`src/rtl/dec_pkg.sv`:
```
package dec_pkg;

    // Default geometry of the decimator, shared by every module of the block.
    parameter int DEC_NUM_SLOTS = 2;
    parameter int DEC_SAMPLE_W  = 20;
    parameter int DEC_SUM_W     = 32;
    parameter int DEC_CODE_W    = 3;
    parameter int DEC_MAX_CODE  = 7;

    // Clamp a requested code to the largest supported run length.
    function automatic int unsigned clamp_code(input int unsigned code, input int unsigned max_code);
        return (code > max_code) ? max_code : code;
    endfunction

endpackage

```
`src/rtl/dec_slot_accum.sv`:
```
module dec_slot_accum
    import dec_pkg::*;
#(
    parameter int SAMPLE_W = DEC_SAMPLE_W,
    parameter int SUM_W    = DEC_SUM_W,
    parameter int CODE_W   = DEC_CODE_W,
    parameter int MAX_CODE = DEC_MAX_CODE
) (
    input  logic                clk,
    input  logic                rst_n,
    input  logic                smp_valid,
    input  logic [SAMPLE_W-1:0] smp_data,
    input  logic [CODE_W-1:0]   code,
    output logic                grp_done,
    output logic [SUM_W-1:0]    grp_total,
    output logic [CODE_W-1:0]   grp_shift
);

    localparam int CNT_W = MAX_CODE + 1;

    typedef struct packed {
        logic [SUM_W-1:0] acc;
        logic [CNT_W-1:0] cnt;
    } acc_st_t;

    acc_st_t          st_d, st_q;
    logic [CNT_W-1:0] cnt_inc;
    logic [CNT_W-1:0] limit;
    logic [SUM_W-1:0] acc_inc;

    always_comb begin
        st_d      = st_q;
        grp_shift = CODE_W'(clamp_code(int'(code), MAX_CODE));
        limit     = CNT_W'(1) << grp_shift;
        cnt_inc   = st_q.cnt + 1'b1;
        acc_inc   = st_q.acc + SUM_W'(smp_data);
        // A lowered code may leave the count already at or past the new limit.
        grp_done  = smp_valid && (cnt_inc >= limit);
        grp_total = acc_inc;
        if (smp_valid) begin
            if (grp_done) begin
                st_d.acc = '0;
                st_d.cnt = '0;
            end else begin
                st_d.acc = acc_inc;
                st_d.cnt = cnt_inc;
            end
        end
    end

    always_ff @(posedge clk or negedge rst_n) begin
        if (!rst_n) begin
            st_q <= '0;
        end else begin
            st_q <= st_d;
        end
    end

    assert_clear_after_run_R6: assert property (@(posedge clk) disable iff (!rst_n)
        grp_done |=> (st_q.cnt == '0 && st_q.acc == '0));

    assert_idle_keeps_state_R7: assert property (@(posedge clk) disable iff (!rst_n)
        !smp_valid |=> $stable(st_q));

    assert_count_in_range_R2: assert property (@(posedge clk) disable iff (!rst_n)
        st_q.cnt < (CNT_W'(1) << MAX_CODE));

    assert_code0_completes_R12: assert property (@(posedge clk) disable iff (!rst_n)
        (smp_valid && code == '0) |=> (st_q.cnt == '0));

endmodule

```
`src/rtl/dec_readout.sv`:
```
module dec_readout
    import dec_pkg::*;
#(
    parameter int SAMPLE_W = DEC_SAMPLE_W,
    parameter int SUM_W    = DEC_SUM_W,
    parameter int CODE_W   = DEC_CODE_W
) (
    input  logic                clk,
    input  logic                rst_n,
    input  logic                grp_done,
    input  logic [SUM_W-1:0]    grp_total,
    input  logic [CODE_W-1:0]   grp_shift,
    input  logic                hold,
    output logic [SUM_W-1:0]    sum_out,
    output logic [SAMPLE_W-1:0] avg_out,
    output logic                rdy_out
);

    typedef struct packed {
        logic [SUM_W-1:0]    sum;
        logic [SAMPLE_W-1:0] avg;
        logic                rdy;
    } rd_st_t;

    rd_st_t rd_d, rd_q;

    always_comb begin
        rd_d     = rd_q;
        rd_d.rdy = grp_done;
        if (grp_done) begin
            rd_d.avg = SAMPLE_W'(grp_total >> grp_shift);
            // A frozen readout drops this result; nothing is queued.
            if (!hold) begin
                rd_d.sum = grp_total;
            end
        end
    end

    always_ff @(posedge clk or negedge rst_n) begin
        if (!rst_n) begin
            rd_q <= '0;
        end else begin
            rd_q <= rd_d;
        end
    end

    assign sum_out = rd_q.sum;
    assign avg_out = rd_q.avg;
    assign rdy_out = rd_q.rdy;

    assert_strobe_on_done_R3: assert property (@(posedge clk) disable iff (!rst_n)
        grp_done |=> rdy_out);

    assert_no_stray_strobe_R3: assert property (@(posedge clk) disable iff (!rst_n)
        !grp_done |=> (!rdy_out && $stable(avg_out) && $stable(sum_out)));

    assert_sum_loaded_R4: assert property (@(posedge clk) disable iff (!rst_n)
        (grp_done && !hold) |=> (sum_out == $past(grp_total)));

    assert_avg_scaled_R5: assert property (@(posedge clk) disable iff (!rst_n)
        grp_done |=> (avg_out == SAMPLE_W'($past(grp_total) >> $past(grp_shift))));

    assert_hold_freezes_sum_R8: assert property (@(posedge clk) disable iff (!rst_n)
        hold |=> $stable(sum_out));

endmodule

```
`src/rtl/smp_decimator.sv`:
```
module smp_decimator
    import dec_pkg::*;
#(
    parameter int NUM_SLOTS = DEC_NUM_SLOTS,
    parameter int SAMPLE_W  = DEC_SAMPLE_W,
    parameter int SUM_W     = DEC_SUM_W,
    parameter int CODE_W    = DEC_CODE_W,
    parameter int MAX_CODE  = DEC_MAX_CODE
) (
    input  logic                          clk,
    input  logic                          rst_n,
    input  logic [NUM_SLOTS-1:0]          smp_valid,
    input  logic [NUM_SLOTS*SAMPLE_W-1:0] smp_data,
    input  logic [NUM_SLOTS*CODE_W-1:0]   dec_code,
    input  logic [NUM_SLOTS-1:0]          hold,
    output logic [NUM_SLOTS*SUM_W-1:0]    sum_reg,
    output logic [NUM_SLOTS*SAMPLE_W-1:0] avg_word,
    output logic [NUM_SLOTS-1:0]          avg_valid
);

    genvar s;
    generate
        for (s = 0; s < NUM_SLOTS; s++) begin : g_slot
            logic              done_w;
            logic [SUM_W-1:0]  total_w;
            logic [CODE_W-1:0] shift_w;

            dec_slot_accum #(
                .SAMPLE_W (SAMPLE_W),
                .SUM_W    (SUM_W),
                .CODE_W   (CODE_W),
                .MAX_CODE (MAX_CODE)
            ) u_accum (
                .clk       (clk),
                .rst_n     (rst_n),
                .smp_valid (smp_valid[s]),
                .smp_data  (smp_data[s*SAMPLE_W +: SAMPLE_W]),
                .code      (dec_code[s*CODE_W +: CODE_W]),
                .grp_done  (done_w),
                .grp_total (total_w),
                .grp_shift (shift_w)
            );

            dec_readout #(
                .SAMPLE_W (SAMPLE_W),
                .SUM_W    (SUM_W),
                .CODE_W   (CODE_W)
            ) u_readout (
                .clk       (clk),
                .rst_n     (rst_n),
                .grp_done  (done_w),
                .grp_total (total_w),
                .grp_shift (shift_w),
                .hold      (hold[s]),
                .sum_out   (sum_reg[s*SUM_W +: SUM_W]),
                .avg_out   (avg_word[s*SAMPLE_W +: SAMPLE_W]),
                .rdy_out   (avg_valid[s])
            );

            assert_hold_spares_strobe_R9: assert property (@(posedge clk) disable iff (!rst_n)
                (hold[s] && done_w) |=> avg_valid[s]);
        end
    endgenerate

endmodule

```
`config.mk`:
```
export PLATFORM = sky130hd
export DESIGN_NAME = smp_decimator
export DESIGN_NICKNAME = d
export VERILOG_FILES = /design/src/rtl/dec_pkg.sv /design/src/rtl/dec_slot_accum.sv /design/src/rtl/dec_readout.sv /design/src/rtl/smp_decimator.sv
export SDC_FILE = /design/constraint.sdc
export NUM_CORES = 1
export LEC_CHECK = 0
export BUFFER_PORTS_ARGS = -buffer_cell sky130_fd_sc_hd__buf_2
export CORE_MARGIN = 2
export CORE_UTILIZATION = 64
export DETAILED_ROUTE_END_ITERATION = 10
export MAX_ROUTING_LAYER = met4
export PLACE_DENSITY = 0.94
export SYNTH_ARGS = -nofsm -noshare
export SYNTH_HDL_FRONTEND = slang
export SYNTH_SLANG_ARGS = --single-unit
```
`constraint.sdc`:
```
create_clock -name clk -period 5.27 [get_ports clk]
set_clock_uncertainty 0.05 [all_clocks]
set_input_delay 1.054 -clock clk [delete_from_list [all_inputs] [get_ports clk]]
set_output_delay 1.054 -clock clk [all_outputs]
set_load 0.01 [all_outputs]
```
# ---- After elaboration in Yosys (flattened, before gate mapping)
# Index checks and enable logic that the tools add are counted.
dict set report totals {
  output_inout_bits 106
  word_cells 28
  register_bits 186
  input_bits 52
}
dict set report classes {
  n_mux 2
  shift 4
  order_cmp 2
  add_sub_neg 4
  bitwise_logic 2
  n_reduce_logical 4
}
# cell count
set op_table {}
lappend op_table {{2-to-1 mux 40 bit} 2}
lappend op_table {{adder 32 x 20 -> 32 bit} 2}
lappend op_table {{right shift 32 x 3 -> 20 bit} 2}
lappend op_table {{adder 8 x 1 -> 8 bit, second input constant} 2}
lappend op_table {{>= comparator 8 bit} 2}
lappend op_table {{<< shifter 1 x 3 -> 8 bit, first input constant} 2}
lappend op_table {{AND reduction 2 bit} 2}
lappend op_table {{logical AND 1 bit} 2}
lappend op_table {{inverter 1 bit} 2}

# ---- Logic depth before layout (Yosys ltp)
dict set report depth {
  word_depth 4
  ltp_mapped 17
  mapped_depth_nobuf 14
}

# ---- Hierarchy
# Synthesis repeated with hierarchy kept, for this count alone.
dict set report unflattened {
  cells_unflattened 1212
  hier_area_um2 12260.5
}
# module instances area_each_um2 cells_per_inst seq_area_each_um2
set modules_own_cells {}
lappend modules_own_cells {dec_readout 2 2840.2 224 1326.3}
lappend modules_own_cells {{dec_slot_accum at g_slot[1].u_accum} 1 3337.0 389 1001.0}
lappend modules_own_cells {{dec_slot_accum at g_slot[0].u_accum} 1 3243.1 375 1001.0}

# ---- Least setup slack after synthesis
# Ideal clock, no wire load.
dict set report synth_timing {
  kind {in2reg}
  from {input port dec_code[1]}
  to {register g_slot[0].u_readout.rd_q, in the netlist g_slot[0].u_readout.avg_out[13]}
  n_path_buf 4
  setup_ps 120
  path_stages 15
  setup_slack_ps 1357
  required_ps 5100
  arrival_ps 3743
  cell_sequence {clkbuf_1 -> clkbuf_1 -> clkbuf_1 -> nor3_1 -> ha_1 -> nand2b_1 -> a21o_1 -> a21oi_1 -> o211a_1 -> a21oi_1 -> nand2_1 -> clkbuf_1 -> nor2_1 -> a22o_1 -> a31o_1}
}
dict set report synth_via {
  elab_chain_cells 3
  word_cells_on_any_way 4
  classes_between {order compare (1); shift (2); reduce/logical (1)}
}
# item line_no
set synth_lines {}
lappend synth_lines {{start: declaration} smp_decimator.sv:14} ;# input logic [NUM_SLOTS*CODE_W-1:0] dec_code,
lappend synth_lines {{<< shifter 1 x 3 -> 8 bit} dec_slot_accum.sv:34} ;# limit = CNT_W'(1) << grp_shift;
lappend synth_lines {{>= comparator 8 bit} dec_slot_accum.sv:38} ;# grp_done = smp_valid && (cnt_inc >= limit);
lappend synth_lines {{logical AND 1 bit} dec_slot_accum.sv:38}
lappend synth_lines {{end signal: assignment} dec_readout.sv:43} ;# rd_q <= rd_d;
lappend synth_lines {{end: declaration} dec_readout.sv:25} ;# rd_st_t rd_d, rd_q;
# Several ways; a longest one is shown, not always the timed one.
# A chain may end at the register's enable or synchronous reset.

# ---- Worst setup path after layout
dict set report layout_timing {
  from {input port dec_code[0]}
  to {register g_slot[0].u_accum.st_q[30] in the netlist's numbering}
}
dict set report layout_via {
  elab_chain_cells 4
}
# item line_no
set layout_lines {}
lappend layout_lines {{<< shifter 1 x 3 -> 8 bit} dec_slot_accum.sv:34}
lappend layout_lines {{>= comparator 8 bit} dec_slot_accum.sv:38}
lappend layout_lines {{logical AND 1 bit} dec_slot_accum.sv:38}
lappend layout_lines {{2-to-1 mux 40 bit} dec_slot_accum.sv:41} ;# if (grp_done) begin
lappend layout_lines {{end signal: assignment} dec_slot_accum.sv:55} ;# st_q <= st_d;
lappend layout_lines {{end: declaration} dec_slot_accum.sv:26} ;# acc_st_t st_d, st_q;
# No other way between the ends.

==> impl_metrics.tcl <==
set metrics [dict create \
    utilization 0.7237 \
    crit_fanout 38 \
    crit_arrival_ns 4.44 \
    min_path_type "reg -> reg" \
    crit_required_ns 5.55 \
    area_growth_pct 11.82 \
    endpoint_kind "flop" \
    cts_sinks 186 \
    timing.rr.start "g_slot[1].u_accum.st_q[24]" \
    final_area_sq_um 13950 \
    hold_start "g_slot[0].u_readout.avg_out[9]" \
    grt_usage 0.3505 \
    critPathLaunch "dec_code[0]" \
    crit_type "in -> reg" \
    via_count 11951 \
    drc 0 \
    final_common_cell "nand2_1" \
    yosys_warnings 0 \
    gp_congestion 0.9595 \
    max_freq_mhz 240.0 \
    relSlewSlack 0.1317 \
    drive_above_1_share 0.1503 \
    cts_setup_buffers 0 \
    irDropWorstVdd_mv 0.4364 \
    holdWs_ns 0.4168 \
    placed_cell_area_sq_um 13350 \
    drt_wl_total_mm 35.12 \
    synth.avg_cell_area_sq_um 8.537 \
    rows 51 \
    fin_nets 1669 \
    start_util 0.6473 \
    layout_common_cells "nand2_1 (265), dfrtp_1 (186), buf_2 (156), o21ai_0 (131), nor2_1 (80)" \
    ys_async_sr_fraction 1.000 \
    grt_pass1_wl_mm 55.63 \
    cts_made_buffers 17 \
    powerDensity_nw_per_um2 597.3 \
    period_share 0.7905 \
    cts_resized 0 \
    grt_pass1_vias 11065 \
    slew_viol_final 0 \
    worst_slew_pin_slew_ns 1.301 \
    num-fill-cells 1445 \
    insertion_delay_ns 0.45 \
    drv_cap 0 \
    root_buffer "clkbuf_16" \
    wire_per_inst_microns 19.13 \
    min_period_ns 4.166 \
    htreeDepth 4 \
    portBuffers 157 \
    ant_nets 0 \
    design.core.area_sq_um 19270 \
    grt_overflow 0 \
    die_h_microns 143.6 \
    fin_tns_setup_ns 0 \
    dieWidth_microns 143.6 \
    ys_ff_latch 186 \
    grt_max_degree 104 \
    worst_slack_ns 1.104 \
    die_area_sq_um 20620 \
    outcome "complete, no violations" \
    synth_nets 1573 \
    ys.flop_type "dfrtp_1" \
    synthDistinctLibCells 82 \
    antenna_found_initial 1 \
    pre_cts_ws_ns 0.7444 \
    setup_viol 0 \
    drtIter0Drc 1096 \
    seq_area_frac_synth 0.3732 \
    hold_viol 0 \
    ctsHoldBuffers 0 \
    viasPerCell 6.509 \
    cts_buffer_depth 2 \
    cts_tree "built" \
    cts.clk_slew.worst_paths_ns 0.08 \
    firstDrtPassIters 6 \
    syn_inst 1461 \
    synth_edf_count 0 \
    rsz0062_at_grt "false" \
    critPathLaunchType "input pin" \
    boundaryPins 158 \
    dp_hpwl_mm 25.41 \
    power_leakage_nw 6.488 \
    synth_area_sq_um 12470 \
]
flip-flops by register name (all words and copies together) (netlist names):
register                  cells
g_slot.u_accum.st_q          80
g_slot.u_readout.avg_out     40
g_slot.u_readout.rdy_out      2
g_slot.u_readout.sum_out     64
path summary, 6_finish.rpt:
kind | endpoint | slack, ns | depth (start not counted)
max | g_slot[0].u_accum.st_q[30] | 1.10 | 12
min | g_slot[0].u_readout.avg_out[9] | 0.42 | 2
max reg2reg | g_slot[1].u_readout.avg_out[16] | 1.61 | 10
min reg2reg | g_slot[0].u_readout.avg_out[9] | 0.42 | 2
max in group asynchronous | g_slot[0].u_readout.sum_out[7] | 3.41 | 2
min in group asynchronous | g_slot[0].u_readout.sum_out[30] | 0.66 | 1
metrics by stage:
step | instances | power, W
2_1_floorplan | 1461 | 0.005450
3_3_place_gp | 1803 | 0.006743
3_5_place_dp | 1803 | 0.006889
4_1_cts | 1835 | 0.008227
5_1_grt | 1836 | 0.008858
6_report | 1836 | 0.008331
synth_stat cells (28+ instances only):
master / count / share of area
nor3_1: 30 / 0.012
a21oi_1: 65 / 0.026
nand3_1: 47 / 0.019
clkbuf_1: 81 / 0.024
o2bb2ai_1: 32 / 0.022
ha_1: 58 / 0.058
nor2_1: 80 / 0.024
mux2i_1: 28 / 0.022
xnor2_1: 45 / 0.032
nand2_1: 265 / 0.080
o21ai_0: 131 / 0.053
dfrtp_1: 186 / 0.37
critical path, cell delays in order:
cell	delay, ns
buf_2	0.35
clkinv_1	0.31
or3_1	0.42
ha_1	0.28
a21o_1	0.10
a21oi_1	0.05
o211a_1	0.23
a21oi_2	0.17
buf_4	0.42
nand2b_1	0.69
nor2_1	0.12
a22o_1	0.22
power by group:
part           switching [W]  internal (W)
Clock               0.000622      0.000687
Sequential          0.000337       0.00192
Combinational        0.00305       0.00172
cell families after synthesis:
group	count (synthesis)	share of synthesized area
flops	186	0.3732
fa+ha+maj	60	0.06139
buf+inv	127	0.04012
simple gates	519	0.1851
compound gates	465	0.2581
mux	37	0.03511
xor+xnor	67	0.04705
per-layer routing:
layer	global-route usage	routed length (microns)
met3	0.05798	3081
met5	-	0
met1	0.4526	14580
met2	0.5539	16300
met4	0.1419	1147
final cells by class:
type / count / area (sq um) / share of cell area
Antenna cell: 1 / 2.502 / 0.0001794
Clock buffer: 18 / 439.2 / 0.03149
Clock inverter: 14 / 157.7 / 0.01130
Inverter: 30 / 112.6 / 0.008074
Multi-Input combinational cell: 1148 / 7327 / 0.5253
Sequential cell: 186 / 4654 / 0.3337
Tap cell: 265 / 331.6 / 0.02377
Timing Repair Buffer: 174 / 922.1 / 0.06612
(Power assumes the default switching activity.)
